### src/rtl/pipe_sram_pkg.sv
package pipe_sram_pkg;
    typedef enum logic [1:0] {
        OP_IDLE  = 2'd0,
        OP_READ  = 2'd1,
        OP_WRITE = 2'd2
    } op_e;
endpackage

### src/rtl/pipe_sram_ctrl.sv
module pipe_sram_ctrl
    import pipe_sram_pkg::*;
#(
    parameter int ADDR_W = 4,
    parameter int NBYTES = 4
) (
    input  logic              clk,
    input  logic              rst_n,
    input  logic              cke_n,
    input  logic              sel_ok,
    input  logic              wr_n,
    input  logic              ld_n,
    input  logic              ilv,
    input  logic [ADDR_W-1:0] addr,
    input  logic [NBYTES-1:0] byte_we_n,
    output op_e               s1_op,
    output logic [ADDR_W-1:0] s1_addr,
    output op_e               s2_op,
    output logic [ADDR_W-1:0] s2_addr,
    output logic [NBYTES-1:0] s2_be
);
    op_e               state_q, state_d;
    logic [ADDR_W-1:0] addr_q, addr_d;
    logic [1:0]        base_q, base_d, cnt_q, cnt_d;
    logic              ilv_q, ilv_d;
    logic [NBYTES-1:0] be_q;

    // next-state: load transitions when ld_n low, advance otherwise
    always_comb begin
        state_d = state_q;
        addr_d  = addr_q;
        base_d  = base_q;
        cnt_d   = cnt_q;
        ilv_d   = ilv_q;
        if (!ld_n) begin
            state_d = !sel_ok ? OP_IDLE : (wr_n ? OP_READ : OP_WRITE);
            addr_d  = addr;
            base_d  = addr[1:0];
            cnt_d   = 2'd0;
            ilv_d   = ilv;
        end else begin
            unique case (state_q)
                OP_IDLE: state_d = OP_IDLE;
                OP_READ, OP_WRITE: begin
                    state_d = state_q;
                    cnt_d   = cnt_q + 2'd1;
                    addr_d  = {addr_q[ADDR_W-1:2],
                               (ilv_q ? (base_q ^ cnt_d) : (base_q + cnt_d))};
                end
                default: state_d = OP_IDLE;
            endcase
        end
    end

    // state register
    always_ff @(posedge clk or negedge rst_n) begin
        if (!rst_n) begin
            state_q <= OP_IDLE;
            addr_q  <= '0;
            base_q  <= '0;
            cnt_q   <= '0;
            ilv_q   <= 1'b0;
        end else if (!cke_n) begin
            state_q <= state_d;
            addr_q  <= addr_d;
            base_q  <= base_d;
            cnt_q   <= cnt_d;
            ilv_q   <= ilv_d;
        end
    end

    // outputs: byte enables of issued command and the write-data stage
    always_ff @(posedge clk or negedge rst_n) begin
        if (!rst_n) begin
            be_q    <= '0;
            s2_op   <= OP_IDLE;
            s2_addr <= '0;
            s2_be   <= '0;
        end else if (!cke_n) begin
            be_q    <= ~byte_we_n;
            s2_op   <= state_q;
            s2_addr <= addr_q;
            s2_be   <= be_q;
        end
    end

    assign s1_op   = state_q;
    assign s1_addr = addr_q;
endmodule

### src/rtl/pipe_sram_array.sv
module pipe_sram_array #(
    parameter int ADDR_W = 4,
    parameter int NBYTES = 4,
    parameter int BYTE_W = 8
) (
    input  logic                     clk,
    input  logic                     rst_n,
    input  logic                     wr_en,
    input  logic [ADDR_W-1:0]        wr_addr,
    input  logic [NBYTES-1:0]        wr_be,
    input  logic [NBYTES*BYTE_W-1:0] wr_data,
    input  logic [ADDR_W-1:0]        rd_addr,
    output logic [NBYTES*BYTE_W-1:0] rd_data
);
    localparam int DEPTH = 1 << ADDR_W;

    for (genvar b = 0; b < NBYTES; b++) begin : g_lane
        logic [BYTE_W-1:0] lane_q [DEPTH];

        always_ff @(posedge clk or negedge rst_n) begin
            if (!rst_n) begin
                for (int i = 0; i < DEPTH; i++) lane_q[i] <= '0;
            end else if (wr_en && wr_be[b]) begin
                lane_q[wr_addr] <= wr_data[b*BYTE_W +: BYTE_W];
            end
        end

        assign rd_data[b*BYTE_W +: BYTE_W] = lane_q[rd_addr];
    end
endmodule

### src/rtl/pipe_sram_outreg.sv
module pipe_sram_outreg #(
    parameter int NBYTES = 4,
    parameter int BYTE_W = 8
) (
    input  logic                     clk,
    input  logic                     rst_n,
    input  logic                     cke_n,
    input  logic                     rd_req,
    input  logic                     fwd_hit,
    input  logic [NBYTES-1:0]        fwd_be,
    input  logic [NBYTES*BYTE_W-1:0] fwd_data,
    input  logic [NBYTES*BYTE_W-1:0] mem_word,
    input  logic                     oe_n,
    output logic [NBYTES*BYTE_W-1:0] rdata,
    output logic                     valid_q,
    output logic                     rdata_oe
);
    logic [NBYTES*BYTE_W-1:0] merged;

    for (genvar b = 0; b < NBYTES; b++) begin : g_merge
        assign merged[b*BYTE_W +: BYTE_W] = (fwd_hit && fwd_be[b])
                                            ? fwd_data[b*BYTE_W +: BYTE_W]
                                            : mem_word[b*BYTE_W +: BYTE_W];
    end

    always_ff @(posedge clk or negedge rst_n) begin
        if (!rst_n) begin
            valid_q <= 1'b0;
            rdata   <= '0;
        end else if (!cke_n) begin
            valid_q <= rd_req;
            if (rd_req) rdata <= merged;
        end
    end

    assign rdata_oe = valid_q & ~oe_n;
endmodule

### src/rtl/pipe_sram_core.sv
module pipe_sram_core
    import pipe_sram_pkg::*;
#(
    parameter int ADDR_W = 4,
    parameter int NBYTES = 4,
    parameter int BYTE_W = 8,
    localparam int DATA_W = NBYTES * BYTE_W
) (
    input  logic              clk,
    input  logic              rst_n,
    input  logic              cke_n,
    input  logic              cs0_n,
    input  logic              cs1,
    input  logic              cs2_n,
    input  logic              wr_n,
    input  logic [NBYTES-1:0] byte_we_n,
    input  logic              ld_n,
    input  logic              burst_ilv,
    input  logic [ADDR_W-1:0] addr,
    input  logic [DATA_W-1:0] wdata,
    input  logic              oe_n,
    output logic [DATA_W-1:0] rdata,
    output logic              rdata_oe
);
    op_e               s1_op, s2_op;
    logic [ADDR_W-1:0] s1_addr, s2_addr;
    logic [NBYTES-1:0] s2_be;
    logic [DATA_W-1:0] mem_word;
    logic              sel_ok, wr_en, fwd_hit, rd_valid;

    assign sel_ok  = !cs0_n && cs1 && !cs2_n;
    assign wr_en   = !cke_n && (s2_op == OP_WRITE);
    assign fwd_hit = (s2_op == OP_WRITE) && (s2_addr == s1_addr);

    pipe_sram_ctrl #(.ADDR_W(ADDR_W), .NBYTES(NBYTES)) u_ctrl (
        .clk(clk), .rst_n(rst_n), .cke_n(cke_n), .sel_ok(sel_ok),
        .wr_n(wr_n), .ld_n(ld_n), .ilv(burst_ilv), .addr(addr),
        .byte_we_n(byte_we_n), .s1_op(s1_op), .s1_addr(s1_addr),
        .s2_op(s2_op), .s2_addr(s2_addr), .s2_be(s2_be)
    );

    pipe_sram_array #(.ADDR_W(ADDR_W), .NBYTES(NBYTES), .BYTE_W(BYTE_W)) u_array (
        .clk(clk), .rst_n(rst_n), .wr_en(wr_en), .wr_addr(s2_addr),
        .wr_be(s2_be), .wr_data(wdata), .rd_addr(s1_addr), .rd_data(mem_word)
    );

    pipe_sram_outreg #(.NBYTES(NBYTES), .BYTE_W(BYTE_W)) u_out (
        .clk(clk), .rst_n(rst_n), .cke_n(cke_n),
        .rd_req(s1_op == OP_READ), .fwd_hit(fwd_hit), .fwd_be(s2_be),
        .fwd_data(wdata), .mem_word(mem_word), .oe_n(oe_n),
        .rdata(rdata), .valid_q(rd_valid), .rdata_oe(rdata_oe)
    );
endmodule

### config.mk
export PLATFORM = sky130hd
export DESIGN_NAME = pipe_sram_core
export DESIGN_NICKNAME = d
export VERILOG_FILES = /design/src/rtl/pipe_sram_pkg.sv /design/src/rtl/pipe_sram_ctrl.sv /design/src/rtl/pipe_sram_array.sv /design/src/rtl/pipe_sram_outreg.sv /design/src/rtl/pipe_sram_core.sv
export SDC_FILE = /design/constraint.sdc
export NUM_CORES = 1
export LEC_CHECK = 0
export ABC_AREA = 1
export BUFFER_PORTS_ARGS = -buffer_cell sky130_fd_sc_hd__buf_2
export CAP_MARGIN = 40
export CORE_MARGIN = 2
export CORE_UTILIZATION = 60
export CTS_CLUSTER_DIAMETER = 30
export CTS_CLUSTER_SIZE = 20
export DETAILED_ROUTE_END_ITERATION = 7
export PLACE_DENSITY_LB_ADDON = 0.08
export REMOVE_ABC_BUFFERS = 1
export SLEW_MARGIN = 25
export SYNTH_ARGS = -nofsm -noshare
export SYNTH_HDL_FRONTEND = slang
export SYNTH_SLANG_ARGS = --single-unit
export TNS_END_PERCENT = 100
### constraint.sdc
create_clock -name clk -period 3.1 [get_ports clk]
set_input_delay 0.31 -clock clk [delete_from_list [all_inputs] [get_ports clk]]
set_output_delay 0.31 -clock clk [all_outputs]
set_load 0.01 [all_outputs]
==> out/qor.txt, run 1 <==
EDFF count, synth - 0
Count of placed standard cells in the final layout, fillers left out - 4306
Power per unit of standard cell area - 767 nW/um^2
Post-synthesis compound-gate area fraction - 10.6%
First-pass DRT Iterations - 7
Number of nets in the layout - 3669
Post_cts resized - 0
Total number of placement rows - 77
Inserted Clock Buffers - 118
Max cap viols - 0
Via count - 24154
Count of final hold-check violations - 0
Portion of synthesized cell area occupied by the leading cell type - 52.8%
Number of port buffers - 82
Crit path time final - 2.35 ns
Initial drt markers - 2720
Synthesized area - 27000 um^2
Sw Share - 27.4%
Worst clock skew on the final layout - 0.0188 ns
Clock tree from TritonCTS - built
Sequential share of the synthesized area - 52.8%
Transition time of the tightest slew-check pin - 0.866 ns
Mux contribution to synthesized area - 0%
Sink of the worst hold path - u_out.rdata[15]
Most repeated cell in the gate-level netlist after synthesis - nand2_1
Number of I/O pins - 83
Die outline area - 46700 um^2
Worst slew margin - 42.2%
CP peak stage delay - 0.56 ns
Synthesized flop and latch total - 570
Die W - 216 um
Remaining antenna violation count after routing - 0
Cell types with the highest counts after synthesis - nand2_1, dfrtp_1, o21ai_0
Switching power - 6.76 mW
Final setup violation count - 0
Synth Instances - 3556
Critical path's most frequent cell - nor2_1
Adder-cell area share of the yosys netlist - 0.0927%
Startpoint kind of the worst setup timing path - register
Part of the total power dissipated in combinational logic - 14.1%
Combinational family with the most area after synthesis - simple AND/OR/NAND/NOR gates
Util after Layout - 72.4%
Async set or reset register ratio after synthesis - 100%
Unrepaired setup endpoints after global routing - false
Outcome - finished, final reports clean
Number of pins with negative max-slew slack in the final report - 0
Wire length reported by the detailed router - 76400 um
Gate family responsible for the most delay along the worst path - simple AND/OR/NAND/NOR gates
R2r setup slk - 0.75 ns
Primary flip-flop cell chosen by synthesis mapping - dfrtp_1
Crit path buffers/inverters - 2
Antenna violations before repair - 1
Pin count of the biggest net entering global routing - 162
Data arrival, critical path - 2.87 ns
Synthesis Warnings - 0
Post-synthesis simple-gate area fraction - 27.9%
Dpl cells - 4051
Wire length of the first global-routing pass - 124000 um
Path category of the worst min-delay check - input port to register
Count of fill cells added during filler insertion - 3386
Vias in the first global route - 23741
Average via count per standard cell - 5.61
Critical path endpoint category - register
Clock transition at the register clock pins on the worst setup and hold paths after CTS - 0.05 ns
Worst hold path depth - 5
Vert. Die Dim - 216 um
Number of cell instances on the worst register-to-register path - 9
Area of placed instances - 27500 um^2
Crit Path Class - register to register
Endpoint of the worst-slack reg-to-reg timing path - u_out.rdata[27]
Total routing usage reported by global routing - 33.3%
Worst-skew pair later-pin latency - 0.65 ns
Clock H-tree levels - 3
Leakage power total - 15.6 nW
Start point of the worst min-delay path - wdata[15]
Leading area contributor after synthesis - dfrtp_1
Worst vdd ir - 650 uV
Number of buffers between clock root and the deepest sink - 3
Maximum clock frequency - 0.426 GHz
Area grow syn2layout - 18.9%
Share of cells above drive strength 1 - 9.08%
Required time of the critical path - 3.63 ns
Synthesized-area fraction occupied by xor and xnor cells - 0.0973%
Crit-path cells - buf_4 > nor2_1 > nor2_1 > nand4_1 > buf_4 > nor2_1 > nor2_1 > nand2_1 > nand2_1
Post-route standard cell area excluding fillers - 32100 um^2
Number of clock sinks seen by CTS - 570
Residual DRC count - 0
Floorplan Core Area - 44300 um^2
Top cells by area in the synthesized netlist - dfrtp_1, nand2_1, o21ai_0
GPL Wtd Cong - 0.851
Total global routing overflow - 0
Number of distinct library cell variants in the gate-level netlist after synthesis - 23
Relative contribution of sequential cells to total power - 33.0%
Clock root buffer - clkbuf_16
Mean Syn Cell Area - 7.59 um^2
Mean routed wirelength per cell - 17.8 um
Reg-to-reg startpoint - u_ctrl.s1_addr[0]
Period utilisation layout - 75.7%
Clk pwr share - 52.9%
Effective utilization at floorplan - 60.9%
Design internal power - 17.9 mW
Slowest stage cell on the critical path - dfrtp_4
Critical path peak fanout - 47
Total half-perimeter wirelength after legalization and detailed placement - 43100 um
-- through the flow --
step / setup slack [ns] / power [mW] / TNS [ns] / hold WS (ns)
after CTS: 0.851 / 24.7 / 0 / 0.00620
final: 0.752 / 24.6 / 0 / 0.0241
after floorplan: -5.70 / 10.4 / -195.89 / 0.0144
after global placement: 0.885 / 11.5 / 0 / 0.245
after global routing: 0.653 / 25.5 / 0 / 0.0366
after detailed placement: 0.867 / 11.6 / 0 / 0.251
-- metal layers --
metal / global-route usage [%] / wire (um) / up-vias
met2: 54.0 / 36000 / 1019
met5: 0 / 13 / -
met3: 6.20 / 5900 / 165
li1: - / - / 11351
met4: 11.6 / 2150 / 2
met1: 45.4 / 32300 / 11617
-- registers in the layout, indices dropped and copies added (netlist names), 2 cells and up --
name,cells
u_array.g_lane.lane_q,512
u_out.rdata,32
u_ctrl.be_q,4
u_ctrl.s1_addr,4
u_ctrl.s2_addr,4
u_ctrl.s2_be,4
u_ctrl.base_q,2
u_ctrl.cnt_q,2
u_ctrl.s1_op,2
u_ctrl.s2_op,2
-- worst max-delay path by stage --
stage	startpoint	to	slack, ns	cells past startpoint
global placement	u_ctrl.s1_addr[0]	u_out.rdata[28]	0.88	9
finish	u_ctrl.s1_addr[0]	u_out.rdata[27]	0.75	9
floorplan	u_ctrl.s1_addr[0]	u_out.rdata[11]	-5.70	7
CTS	u_ctrl.s1_addr[0]	u_out.rdata[27]	0.85	9
global route	u_ctrl.s1_addr[0]	u_out.rdata[13]	0.65	9
detailed placement	u_ctrl.s1_addr[0]	u_out.rdata[20]	0.87	9
-- logic make-up after synthesis --
logic type               after synthesis
AO/OA/AOI/OAI                        572
AND/OR/NAND/NOR                     1874
XOR/XNOR                               3
flip-flops                           570
buffers and inverters                535
adder cells (fa/ha/maj)                2
-- tightest hold or removal path: stages --
cell and delay [ns]:
buf_2 0.10, nor2_1 0.05, nor2_1 0.07, nand2_1 0.05, nand2_1 0.05
-- final cells by class --
class / count / area [um^2] / area share (%)
Antenna cell: 1 / 2.50 / 0.00780
Clock buffer: 159 / 3360 / 10.5
Clock inverter: 57 / 822 / 2.56
Inverter: 314 / 1190 / 3.70
Multi-Input combinational cell: 2451 / 10400 / 32.6
Sequential cell: 570 / 14300 / 44.5
Tap cell: 592 / 741 / 2.31
Timing Repair Buffer: 162 / 1270 / 3.94
-- power groups by stage --
stage	registers, mW	clock network [mW]	logic (mW)
2_1_floorplan	8.48	0	1.89
3_3_place_gp	8.19	0	3.30
3_5_place_dp	8.21	0	3.35
4_1_cts	8.11	13.1	3.42
5_1_grt	8.15	13.5	3.82
6_report	8.12	13.0	3.47
-- what timing repair did --
item	CTS	global route
hold buffers	38	0
hold endpoints to repair	72	0
buffers inserted	0	0
-- cell usage in the layout (no fill, tap or decap), drive strengths merged, types with 2 or more instances in the layout --
| cell type | instances |
|---|---|
| nand2 | 1359 |
| dfrtp | 570 |
| o21ai | 568 |
| nand3 | 354 |
| inv | 315 |
| clkbuf | 159 |
| nor2 | 156 |
| buf | 124 |
| dlygate4sd3 | 38 |
| clkinv | 23 |
| bufinv | 18 |
| clkinvlp | 15 |
| nand4 | 4 |
| xor2 | 2 |
| ha | 2 |
Power figures use the tool's default switching activity.
==> run 2: changes to the inputs <==
ABC_AREA = 0   (was 1)
clock period = 2.4 ns   (was 3.1 ns; I/O delays follow)
==> out/qor.txt, run 2 <==
Beginning of the critical path - u_ctrl.s2_addr[1]
Number of clock sinks seen by CTS - 570 (unchanged)
Most common cell after layout, fill and taps aside - dfrtp_1
Count of placed standard cells in the final layout, fillers left out - 2619 (-39%)
Unrepaired setup endpoints after global routing - true
Via count - 16228 (-33%)
Number of distinct library cell variants in the gate-level netlist after synthesis - 39 (+70%)
Die W - 212 um (-1.8%)
Number of port buffers - 82 (unchanged)
Transition time of the tightest slew-check pin - 0.733 ns (-0.133 ns)
Sw Share - 23.6% (-3.8 points)
Power per unit of standard cell area - 930 nW/um^2 (+21%)
Synthesized flop and latch total - 570 (unchanged)
Most repeated cell in the gate-level netlist after synthesis - dfrtp_1
Max reg flops - 512 (unchanged)
Wire length of the first global-routing pass - 102000 um (-18%)
Inserted Clock Buffers - 130 (+10%)
Antenna violations before repair - 1 (unchanged)
Count of final hold-check violations - 0 (unchanged)
Top cells by area in the synthesized netlist - dfrtp_1, mux2_2, mux4_2
Final Hold Slack - 0.0255 ns (+0.00139 ns)
Largest registers ranked by flip-flop count - u_array.g_lane.lane_q: 512 flops, u_out.rdata: 32 flops
Number of cell instances on the worst register-to-register path - 4 (-5)
Area grow syn2layout - 23.9%
Clock H-tree levels - 4 (+1)
Number of setup buffers added after CTS - 0 (unchanged)
Part of the total power dissipated in combinational logic - 7.2% (-6.9 points)
Period utilisation layout - 97.8% (+22 points)
Sequential share of the synthesized area - 54.8% (+2.0 points)
Worst clock skew on the final layout - 0.0256 ns (+0.00686 ns)
Leakage power total - 15.7 nW (+0.65%)
Synth Instances - 1722 (-52%)
Switching power - 7.08 mW (+4.8%)
Mean routed wirelength per cell - 25.0 um (+41%)
Maximum clock frequency - 0.426 GHz (about the same)
Clock tree from TritonCTS - built
Max cap viols - 0 (unchanged)
Clock root buffer - clkbuf_16
Effective utilization at floorplan - 60.6% (-0.26 points)
Setup TNS Final - 0 ns (unchanged)
Outcome - finished, final reports clean
Vias in the first global route - 17519 (-26%)
Floorplan Core Area - 42900 um^2 (-3.2%)
Final setup violation count - 0 (unchanged)
Number of nets in the layout - 1979 (-46%)
Total global routing overflow - 0 (unchanged)
Required time of the critical path - 2.96 ns (-0.67 ns)
Number of I/O pins - 83 (unchanged)
Synthesis Warnings - 0 (unchanged)
Post-route standard cell area excluding fillers - 32200 um^2 (+0.38%)
Reg-to-reg startpoint - u_ctrl.s2_addr[1]
Path category of the worst min-delay check - input port to register
Critical path endpoint category - register
Total routing usage reported by global routing - 30.5% (-2.8 points)
Initial drt markers - 980 (-64%)
Design internal power - 22.9 mW (+28%)
Most used cells in the layout excluding fill and tap cells - dfrtp_1, mux2_2, clkbuf_16, mux4_2, buf_2
Remaining antenna violation count after routing - 0 (unchanged)
Wire length reported by the detailed router - 65400 um (-14%)
Average via count per standard cell - 6.20 (+10%)
Relative contribution of sequential cells to total power - 34.1% (+1.1 points)
Synthesized area - 26000 um^2 (-3.6%)
Cell types with the highest counts after synthesis - dfrtp_1, mux2_2, mux4_2
Total number of placement rows - 76 (-1.3%)
Number of buffers between clock root and the deepest sink - 3 (unchanged)
Startpoint kind of the worst setup timing path - register
Leading area contributor after synthesis - dfrtp_1
Clk pwr share - 58.7% (+5.8 points)
Vert. Die Dim - 212 um (-1.8%)
First-pass DRT Iterations - 5 (-2)
Register containing the most flip-flops in the final layout - u_array.g_lane.lane_q
Area of placed instances - 27600 um^2 (about the same)
Clock transition at the register clock pins on the worst setup and hold paths after CTS - 0.05 ns (about the same)
Die outline area - 45000 um^2 (-3.6%)
Dpl cells - 2361 (-42%)
DP Worst Slack - -0.0516 ns (-0.919 ns)
Residual DRC count - 0 (unchanged)
EDFF count, synth - 0 (unchanged)
R2r setup slk - 0.05 ns (-0.70 ns)
Share of cells above drive strength 1 - 52.6% (+44 points)
CP Capture Point - u_array.g_lane[2].lane_q[43]
Total half-perimeter wirelength after legalization and detailed placement - 38400 um (-11%)
Crit path time final - 2.35 ns (+0.000144 ns)
Worst slew margin - 51.1% (+8.9 points)
Worst vdd ir - 687 uV (+5.6%)
Primary flip-flop cell chosen by synthesis mapping - dfrtp_1
Data arrival, critical path - 2.90 ns (+0.03 ns)
Critical path peak fanout - 10 (-79%)
Portion of synthesized cell area occupied by the leading cell type - 54.8% (+2.0 points)
GPL Wtd Cong - 0.800 (-5.9%)
Endpoint of the worst-slack reg-to-reg timing path - u_array.g_lane[2].lane_q[43]
Worst-skew pair later-pin latency - 0.70 ns (+0.05 ns)
Mean Syn Cell Area - 15.1 um^2 (+99%)
Number of pins with negative max-slew slack in the final report - 0 (unchanged)
Pin count of the biggest net entering global routing - 77 (-52%)
Crit Path Class - register to register
Slack of the critical path - 0.0518 ns (-0.700 ns)
Async set or reset register ratio after synthesis - 100% (unchanged)
## run 2: changes by cell type in the layout (fill, tap and decap cells not counted), moves of 128 or more
| cell | delta |
|---|---|
| mux4_2 | +128 |
| o21ai_0 | -524 |
| nand2_1 | -1305 |
| inv_1 | -301 |
| nand3_1 | -352 |
| mux2_2 | +512 |
## run 2: final cells by class
class,instances,area [um^2]
Timing Repair Buffer,184,1430
Antenna cell,1,2.50
Tap cell,585,732
Fill cell,2646,10700
Clock inverter,63,736
Multi-Input combinational cell,1032,11300
Inverter,9,33.8
Clock buffer,175,3700
Sequential cell,570,14300
## run 2: how the worst min path moves through the flow
stage / cells after the start / endpoint / startpoint
2_1_floorplan: 0 / u_array.g_lane[0].lane_q[0] / rst_n
3_3_place_gp: 1 / u_array.g_lane[3].lane_q[117] / rst_n
3_5_place_dp: 1 / u_array.g_lane[3].lane_q[117] / rst_n
4_1_cts: 2 / u_array.g_lane[2].lane_q[22] / wdata[22]
5_1_grt: 2 / u_array.g_lane[3].lane_q[38] / wdata[30]
6_report: 2 / u_array.g_lane[3].lane_q[38] / wdata[30]
## run 2: metrics by stage
stage | utilization [%] | total power, mW
global route | 75.1 | 30.9
CTS | 75.1 | 30.1
finish | 75.1 | 30.0
detailed placement | 64.2 | 12.5
global placement | 64.2 | 12.4
floorplan | - | 11.5
## run 2: what timing repair did
| item | 4_1_cts | 5_1_grt |
|---|---|---|
| setup endpoints to repair | 23 | 56 |
| cloned | 0 | 0 |
| hold buffers | 19 | 0 |
| resized for setup | 4 | 5 |
| endpoints found under the hold margin | 87 | 0 |
## run 2: cell families (layout without fill, tap and decap cells)
logic type               Yosys count  in the layout  synth area share [%]
adder cells (fa/ha/maj)            2              2                0.0962
buffers and inverters            120            431                  1.91
AO/OA/AOI/OAI                    151            151                  4.36
multiplexers                     654            654                  33.9
XOR/XNOR                           6              6                 0.255
AND/OR/NAND/NOR                  219            219                  4.67
flip-flops                       570            570                  54.8
other                              0              1                     0
## run 2: worst max-delay path: stages, from the launching register on
cell and delay, ns:
dfrtp_1 0.58, nand2b_1 0.19, nor2_1 0.52, nand2_1 0.50
mux2_2 0.42
## run 2: layer usage
layer | part of all wire [%] | vias to the layer above | global-route usage [%]
li1 | - | 6922 | -
met1 | 42 | 8717 | 40.0
met2 | 49 | 443 | 48.2
met3 | 5.3 | 146 | 7.86
met4 | 3.6 | 0 | 14.1
met5 | 0 | - | 0
## run 2: power groups by stage
stage               Sequential, mW  Clock, mW  Combinational [mW]
finish                        10.2       17.6                2.17
global route                  10.2       18.3                2.33
CTS                           10.2       17.7                2.18
detailed placement            10.3          0                2.14
global placement              10.3          0                2.09
floorplan                     10.5          0               0.996
